## src/rtl/cache_ecc_pkg.sv

```systemverilog
// Shared constants of the cache ECC register block: channel count, the
// width of a failing address and the register offsets the host decodes.
package cache_ecc_pkg;
    localparam int NUM_CH    = 4;   // dir-CE, dir-UE, data-CE, data-UE
    localparam int EV_ADDR_W = 64;
    localparam int REG_W     = 32;
    localparam int OFF_W     = 12;

    localparam logic [OFF_W-1:0] OFF_GEOM  = 12'h000;
    localparam logic [OFF_W-1:0] OFF_WAYEN = 12'h008;
    localparam logic [OFF_W-1:0] OFF_INJ   = 12'h040;

    // Channel window: 0x100 + 0x20*c, fields at +0x0, +0x4, +0x8.
    localparam logic [4:0] CH_WIN_TAG = 5'b00010;   // reg_addr[11:7]
    localparam logic [4:0] FLD_ADDR_LO = 5'h00;
    localparam logic [4:0] FLD_ADDR_HI = 5'h04;
    localparam logic [4:0] FLD_COUNT   = 5'h08;
endpackage

```

## src/rtl/ecc_err_chan.sv

```systemverilog
// One ECC error channel. It captures the failing address, counts events
// with saturation and holds an interrupt until the count is acknowledged.
// Assumes ev is a single-cycle pulse. An event in the same cycle as an
// acknowledge takes precedence over the acknowledge.
module ecc_err_chan #(
    parameter int ADDR_W = 64,
    parameter int CNT_W  = 32
) (
    input  logic              clk,
    input  logic              rst_n,
    input  logic              ev,
    input  logic [ADDR_W-1:0] ev_addr,
    input  logic              ack,
    output logic [ADDR_W-1:0] addr_q,
    output logic [CNT_W-1:0]  cnt_q,
    output logic              irq
);
    localparam logic [CNT_W-1:0] CNT_MAX = '1;

    // Capture the address, bump the counter and set or clear the interrupt.
    always_ff @(posedge clk) begin
        if (!rst_n) begin
            addr_q <= '0;
            cnt_q  <= '0;
            irq    <= 1'b0;
        end else if (ev) begin
            addr_q <= ev_addr;
            if (cnt_q != CNT_MAX)
                cnt_q <= cnt_q + 1'b1;
            irq    <= 1'b1;
        end else if (ack) begin
            irq    <= 1'b0;
        end
    end

    assert_addr_capture_R2: assert property (@(posedge clk) disable iff (!rst_n)
        ev |=> addr_q == $past(ev_addr));
    assert_cnt_step_R3: assert property (@(posedge clk) disable iff (!rst_n)
        (ev && cnt_q != CNT_MAX) |=> cnt_q == $past(cnt_q) + 1'b1);
    assert_cnt_sat_R3: assert property (@(posedge clk) disable iff (!rst_n)
        (cnt_q == CNT_MAX) |=> cnt_q == CNT_MAX);
    assert_irq_set_R4: assert property (@(posedge clk) disable iff (!rst_n)
        ev |=> irq);
    assert_ack_clears_R5: assert property (@(posedge clk) disable iff (!rst_n)
        (ack && !ev) |=> (!irq && $stable(cnt_q)));
    assert_irq_hold_R4: assert property (@(posedge clk) disable iff (!rst_n)
        (irq && !ack) |=> irq);
endmodule

```

## src/rtl/ecc_inject_dec.sv

```systemverilog
// Error-injection command decoder. It checks a written value against the
// two accepted windows and emits a one-cycle command carrying the target
// select and the bit index. Rejected values produce nothing.
module ecc_inject_dec #(
    parameter int DW = 32
) (
    input  logic          clk,
    input  logic          rst_n,
    input  logic          wr_en,
    input  logic [DW-1:0] wdata,
    output logic          pulse,
    output logic          data_sel,
    output logic [7:0]    bit_idx
);
    localparam int UPPER_W = DW - 8;
    localparam logic [UPPER_W-1:0] UP_DIR  = '0;
    localparam logic [UPPER_W-1:0] UP_DATA = UPPER_W'(1) << (16 - 8);

    logic upper_ok, accept;

    // Decide whether the written value falls inside an accepted window.
    always_comb begin
        upper_ok = (wdata[DW-1:8] == UP_DIR) || (wdata[DW-1:8] == UP_DATA);
        accept   = upper_ok && (wdata[7:0] != 8'hFF);
    end

    // Register the command; the fields update only on an accepted write.
    always_ff @(posedge clk) begin
        if (!rst_n) begin
            pulse    <= 1'b0;
            data_sel <= 1'b0;
            bit_idx  <= '0;
        end else begin
            pulse <= wr_en && accept;
            if (wr_en && accept) begin
                data_sel <= wdata[16];
                bit_idx  <= wdata[7:0];
            end
        end
    end

    assert_pulse_cause_R9: assert property (@(posedge clk) disable iff (!rst_n)
        pulse |-> $past(wr_en));
    assert_reject_R10: assert property (@(posedge clk) disable iff (!rst_n)
        (wr_en && !accept) |=> !pulse);
endmodule

```

## src/rtl/cache_ecc_regs.sv

```systemverilog
// Register file for last-level cache ECC reporting. It decodes the host
// register port, instantiates one channel per error class, holds the way
// limit, returns read data one cycle after the read strobe, and
// acknowledges a channel's interrupt when its counter is read.
// Assumes CNT_W <= 32 and that the ways fit in 8 bits.
module cache_ecc_regs
    import cache_ecc_pkg::*;
#(
    parameter int NBANKS    = 4,
    parameter int NWAYS     = 16,
    parameter int SETS_LOG2 = 10,
    parameter int BLK_LOG2  = 6,
    parameter int CNT_W     = 32
) (
    input  logic                          clk,
    input  logic                          rst_n,
    input  logic [OFF_W-1:0]              reg_addr,
    input  logic                          reg_wr,
    input  logic                          reg_rd,
    input  logic [REG_W-1:0]              reg_wdata,
    output logic [REG_W-1:0]              reg_rdata,
    input  logic [NUM_CH-1:0]             ev_valid,
    input  logic [NUM_CH*EV_ADDR_W-1:0]   ev_addr,
    output logic [NUM_CH-1:0]             irq,
    output logic [7:0]                    way_max,
    output logic                          inj_pulse,
    output logic                          inj_data_sel,
    output logic [7:0]                    inj_bit
);
    localparam logic [7:0] WAY_TOP = 8'(NWAYS - 1);
    localparam logic [REG_W-1:0] GEOM_VAL =
        {8'(BLK_LOG2), 8'(SETS_LOG2), 8'(NWAYS), 8'(NBANKS)};

    logic [EV_ADDR_W-1:0] ch_addr [NUM_CH];
    logic [CNT_W-1:0]     ch_cnt  [NUM_CH];
    logic [NUM_CH-1:0]    ch_ack;
    logic                 ch_hit;
    logic [1:0]           ch_sel;
    logic [4:0]           ch_fld;
    logic [REG_W-1:0]     rd_mux;
    logic [REG_W-1:0]     cnt_ext;

    // Split the offset into channel window, channel index and field.
    always_comb begin
        ch_hit = (reg_addr[11:7] == CH_WIN_TAG);
        ch_sel = reg_addr[6:5];
        ch_fld = reg_addr[4:0];
    end

    // Per-channel logic, one instance per error class.
    for (genvar c = 0; c < NUM_CH; c++) begin : g_ch
        assign ch_ack[c] = reg_rd && ch_hit && (ch_sel == 2'(c)) && (ch_fld == FLD_COUNT);
        ecc_err_chan #(.ADDR_W(EV_ADDR_W), .CNT_W(CNT_W)) u_chan (
            .clk     (clk),
            .rst_n   (rst_n),
            .ev      (ev_valid[c]),
            .ev_addr (ev_addr[c*EV_ADDR_W +: EV_ADDR_W]),
            .ack     (ch_ack[c]),
            .addr_q  (ch_addr[c]),
            .cnt_q   (ch_cnt[c]),
            .irq     (irq[c])
        );
    end

    // Injection command decoder.
    ecc_inject_dec #(.DW(REG_W)) u_inj (
        .clk      (clk),
        .rst_n    (rst_n),
        .wr_en    (reg_wr && (reg_addr == OFF_INJ)),
        .wdata    (reg_wdata),
        .pulse    (inj_pulse),
        .data_sel (inj_data_sel),
        .bit_idx  (inj_bit)
    );

    // Way-limit register, clamped to the last way on write.
    always_ff @(posedge clk) begin
        if (!rst_n)
            way_max <= '0;
        else if (reg_wr && reg_addr == OFF_WAYEN)
            way_max <= (reg_wdata[7:0] > WAY_TOP) ? WAY_TOP : reg_wdata[7:0];
    end

    // Read multiplexer over all mapped offsets; everything else reads zero.
    always_comb begin
        cnt_ext = '0;
        cnt_ext[CNT_W-1:0] = ch_cnt[ch_sel];
        rd_mux = '0;
        if (ch_hit) begin
            case (ch_fld)
                FLD_ADDR_LO: rd_mux = ch_addr[ch_sel][31:0];
                FLD_ADDR_HI: rd_mux = ch_addr[ch_sel][63:32];
                FLD_COUNT:   rd_mux = cnt_ext;
                default:     rd_mux = '0;
            endcase
        end else if (reg_addr == OFF_GEOM) begin
            rd_mux = GEOM_VAL;
        end else if (reg_addr == OFF_WAYEN) begin
            rd_mux = {24'h0, way_max};
        end
    end

    // Registered read data, updated only on a read strobe.
    always_ff @(posedge clk) begin
        if (!rst_n)
            reg_rdata <= '0;
        else if (reg_rd)
            reg_rdata <= rd_mux;
    end

    assert_rdata_hold_R12: assert property (@(posedge clk) disable iff (!rst_n)
        !reg_rd |=> $stable(reg_rdata));
    assert_way_clamp_R8: assert property (@(posedge clk) disable iff (!rst_n)
        way_max <= WAY_TOP);
    assert_ack_onehot_R5: assert property (@(posedge clk) disable iff (!rst_n)
        $onehot0(ch_ack));
endmodule

```

## config.mk

```make
export PLATFORM = sky130hd
export DESIGN_NAME = cache_ecc_regs
export DESIGN_NICKNAME = d
export VERILOG_FILES = /design/src/rtl/cache_ecc_pkg.sv /design/src/rtl/ecc_err_chan.sv /design/src/rtl/ecc_inject_dec.sv /design/src/rtl/cache_ecc_regs.sv
export SDC_FILE = /design/constraint.sdc
export NUM_CORES = 1
export LEC_CHECK = 0
export ABC_AREA = 1
export BUFFER_PORTS_ARGS = -buffer_cell sky130_fd_sc_hd__buf_2
export CAP_MARGIN = 5
export CORE_MARGIN = 1
export CORE_UTILIZATION = 30
export CTS_CLUSTER_SIZE = 16
export DETAILED_ROUTE_END_ITERATION = 12
export SYNTH_ARGS = -nofsm -noshare
export SYNTH_HDL_FRONTEND = slang
export SYNTH_SLANG_ARGS = --single-unit
```

## constraint.sdc

```tcl
create_clock -name clk -period 1.8 [get_ports clk]
set_input_delay 0.18 -clock clk [delete_from_list [all_inputs] [get_ports clk]]
set_output_delay 0.18 -clock clk [all_outputs]
set_load 0.01 [all_outputs]
```

==> impl_metrics.csv <==
group,metric,value,unit
setup_path,rr_worst_depth,10,
cells_and_area,nets,4807,
power,power.density,754,mW/mm2
detailed_routing,drc,0,
setup_path,cp_num_cells,11,
grt,first_global_vias,25925,
placed_design,io_buffers,361,
yosys,synth_cell_types,34,
sta,finalCriticalPeriod,1.74,ns
cts,cts.sinks,438,
power,swShare,27.2,%
power,power.total,24.3,mW
min_path,min_path_type,"in2reg",
placed_design,gp_congestion,0.972,
run_status,violations,"hold timing",
sta,whs,-0.0390,ns
grt,grt.met2_usage,41.9,%
setup_path,critPathMaxFanout,8,
cts,clockBufferDepth,3,
sta,setup_violations,0,
min_path,min_path_cells,6,
power,clkPwrFrac,44.2,%
setup_path,startpoint,"reg_addr[6]",
power,cellInternalPower,17.7,mW
cts,clk_latency,0.62,ns
grt,grt_max_degree,83,
cells_and_area,drive_gt1_share,17.8,%
power,combPwrFrac,13.3,%
yosys,ys_seq_elements,438,
detailed_routing,ant_nets,0,
floorplan,die-area,0.0775,mm2
setup_path,reg2reg_to,"g_ch[2].u_chan.cnt_q[2]",
setup_path,arrival,2.25,ns
power,pwr-share-seq,42.5,%
detailed_routing,first_pass_iters,5,
grt,use_met1,32.3,%
cts,cts_max_level,2,
placed_design,place_area,0.0273,mm2
detailed_routing,viasPerCell,4.87,
setup_path,r2r_start,"g_ch[2].u_chan.cnt_q[0]",
grt,grt_pass1_wl,152,mm
floorplan,num_rows,101,
grt,antenna_found_initial,4,
sta,worst_pin_slew,0.802,ns
yosys,synth_warnings,0,
setup_path,startpoint_type,"input port",
floorplan,initial_utilization,30.2,%
grt,use_met3,3.66,%
floorplan,die_h,278,um
sta,slew_viol_final,0,
yosys,synthCells,3701,
detailed_routing,wl,101,mm
sta,hold_violations,1,
cells_and_area,fin_cells,5515,
power,power_leakage,14.0,nW
yosys,avgSynthCellArea,6.20,um2
floorplan,coreArea,0.0758,mm2
power,peakVddDrop,0.494,mV
yosys,synth_nets,4013,
yosys,ys_seq_area_share,38.2,%
floorplan,fp.dieW,278,um
setup_path,critPathCaptureType,"flop",
cts,cts_tree,"done",
placed_design,dp_cells,5113,
grt,grt-ovfl-total,0,
setup_path,path_buf_inv,5,
setup_path,critical-path-top-delay-family,"buffers and inverters",
setup_path,crit_type,"in2reg",
sta,max_freq,0.576,GHz
setup_path,cp-endpoint,"way_max[1]",
setup_path,cp.required,2.31,ns
setup_path,crit_slowest_cell,"dlygate4sd3_1",
cells_and_area,synthToLayoutAreaGrowth,40.7,%
sta,finClkSkew,0.0277,ns
setup_path,cpPeakStageDelay,0.59,ns
sta,fin_crit_sh,96.4,%
cells_and_area,utilization,42.6,%
detailed_routing,wire_per_inst,18.4,um
sta,max-slew-margin-rel,46.0,%
grt,busiest_layer,"met2",
cts,clk_pin_slew,0.06,ns
detailed_routing,drt_iter0_drc,2371,
yosys,synth.cell_area,0.0229,mm2
power,p_sw,6.61,mW
job,drv_cap,0,
cts,root_buffer,"clkbuf_16",
grt,grt_use_total,25.4,%
detailed_routing,vias,26885,
floorplan,ioPinCount,362,
setup_path,path_cells,"buf_2 > inv_2 > buf_4 > nand2_1 > nor2_2 > nand3b_1 > nor2_4 > inv_1 > nor3_1 > dlygate4sd3_1 > nor2_1",
run_status,status,"finished with violations",
placed_design,dpl.hpwl,73.7,mm
cts,cts_buffers,50,
cells_and_area,fin_area,0.0323,mm2
setup_path,reg2reg_slack,0.12,ns
## flip-flops by register name (all words and copies together), names as in the netlist
name	cells
u_inj.bit_idx	8
g_ch.u_chan.cnt_q	128
reg_rdata	32
g_ch.u_chan.addr_q	256
way_max	8
u_inj.data_sel	1
u_inj.pulse	1
g_ch.u_chan.irq	4
## worst min-delay path by stage
stage	start	slack (ns)	endpoint
floorplan	reg_wdata[0]	0.31	way_max[0]
detailed placement	ev_addr[60]	0.41	g_ch[0].u_chan.addr_q[60]
global placement	ev_addr[67]	0.41	g_ch[1].u_chan.addr_q[3]
global route	reg_wdata[29]	0.01	u_inj.pulse
CTS	rst_n	0.002	g_ch[0].u_chan.addr_q[44]
finish	reg_wdata[30]	-0.04	u_inj.pulse
## cell usage after synthesis
master    instances  area (um2)
a21oi_1         229        1150
a21oi_2          20         175
a21oi_4           1        16.3
a31oi_1           1        6.26
and2_1            1        6.26
buf_1            11        41.3
buf_12            2        40.0
buf_2            25         125
buf_4            20         150
buf_6            12         135
buf_8             1        15.0
clkbuf_1        126         473
clkinv_1          1        3.75
dfxtp_1         438        8770
ha_1              4        50.1
inv_1           226         848
inv_2            11        41.3
nand2_1        1221        4580
nand2_2          16         100
nand2_4           6        67.6
nand3_1         110         551
nand3b_1         23         173
nand4_1          18         113
nor2_1          697        2620
nor2_2            8        50.1
nor2_4            8        90.1
nor3_1           14        70.1
nor3b_1           2        15.0
nor4_1            2        12.5
o21ai_0         389        1950
o21bai_1          1        7.51
or3_1             2        12.5
xnor2_1           5        43.8
xor2_1           50         438
## final cells by class
type,instances,area [um2]
diodes,4,10.0
clock buffers,67,1440
clock inverters,23,277
fillers,7925,43600
inverters,238,910
multi-input cells,2828,12300
flip-flops and latches,438,8770
well taps,978,1220
repair buffers,939,7310
## per-layer routing
layer  vias up  wire (um)
li1      13223          -
met1     12339      42400
met3       225       7030
met5         -         13
met4         2       5380
met2      1096      46400
## cell usage in the layout (no fill, tap or decap), types with 7 or more instances in the layout
cell type,instances
nor2_4,9
nand3b_1,23
buf_12,25
xor2_1,50
nand4_1,18
inv_2,7
clkbuf_16,54
a21oi_2,21
o21ai_0,389
nand2_1,1221
nor2_1,688
buf_4,243
dfxtp_1,434
nor3_1,13
dlygate4sd3_1,303
buf_2,359
nand2_2,16
clkinv_2,12
a21oi_1,228
clkbuf_8,11
nor2_2,16
nand3_1,109
inv_1,225
## metrics by stage
step	setup slack [ns]	TNS, ns
global route	-0.0297	-0.0342
detailed placement	-0.0687	-0.472
CTS	0.0440	0
floorplan	0.0911	0
global placement	-0.0489	-0.162
finish	0.0645	0
## power by group through the flow
stage | clock network (mW) | registers (mW) | logic [mW]
final | 10.8 | 10.3 | 3.23
after CTS | 10.9 | 10.3 | 3.14
after detailed placement | 0 | 10.5 | 2.61
after global routing | 11.3 | 10.4 | 3.49
after floorplan | 0 | 10.5 | 1.35
after global placement | 0 | 10.5 | 2.61
## logic make-up after synthesis
family          share of synthesized area, %
fa+ha+maj                              0.218
flops                                   38.2
simple gates                            36.9
xor+xnor                                2.10
buf+inv                                 8.17
compound gates                          14.4
## worst min-delay path: cells and delay by family
family / cells / cell delay (ns)
buffers and inverters: 1 / 0.09
and+or+nand+nor: 5 / 0.26
## timing repair
action	in CTS	in global routing
pin swaps	0	4
gates resized for setup	1	28
buffers inserted	0	1
setup endpoints to repair	1	99
gates cloned	0	4
endpoints found under the hold margin	276	0
hold buffers	306	0
(Power assumes the default switching activity.)
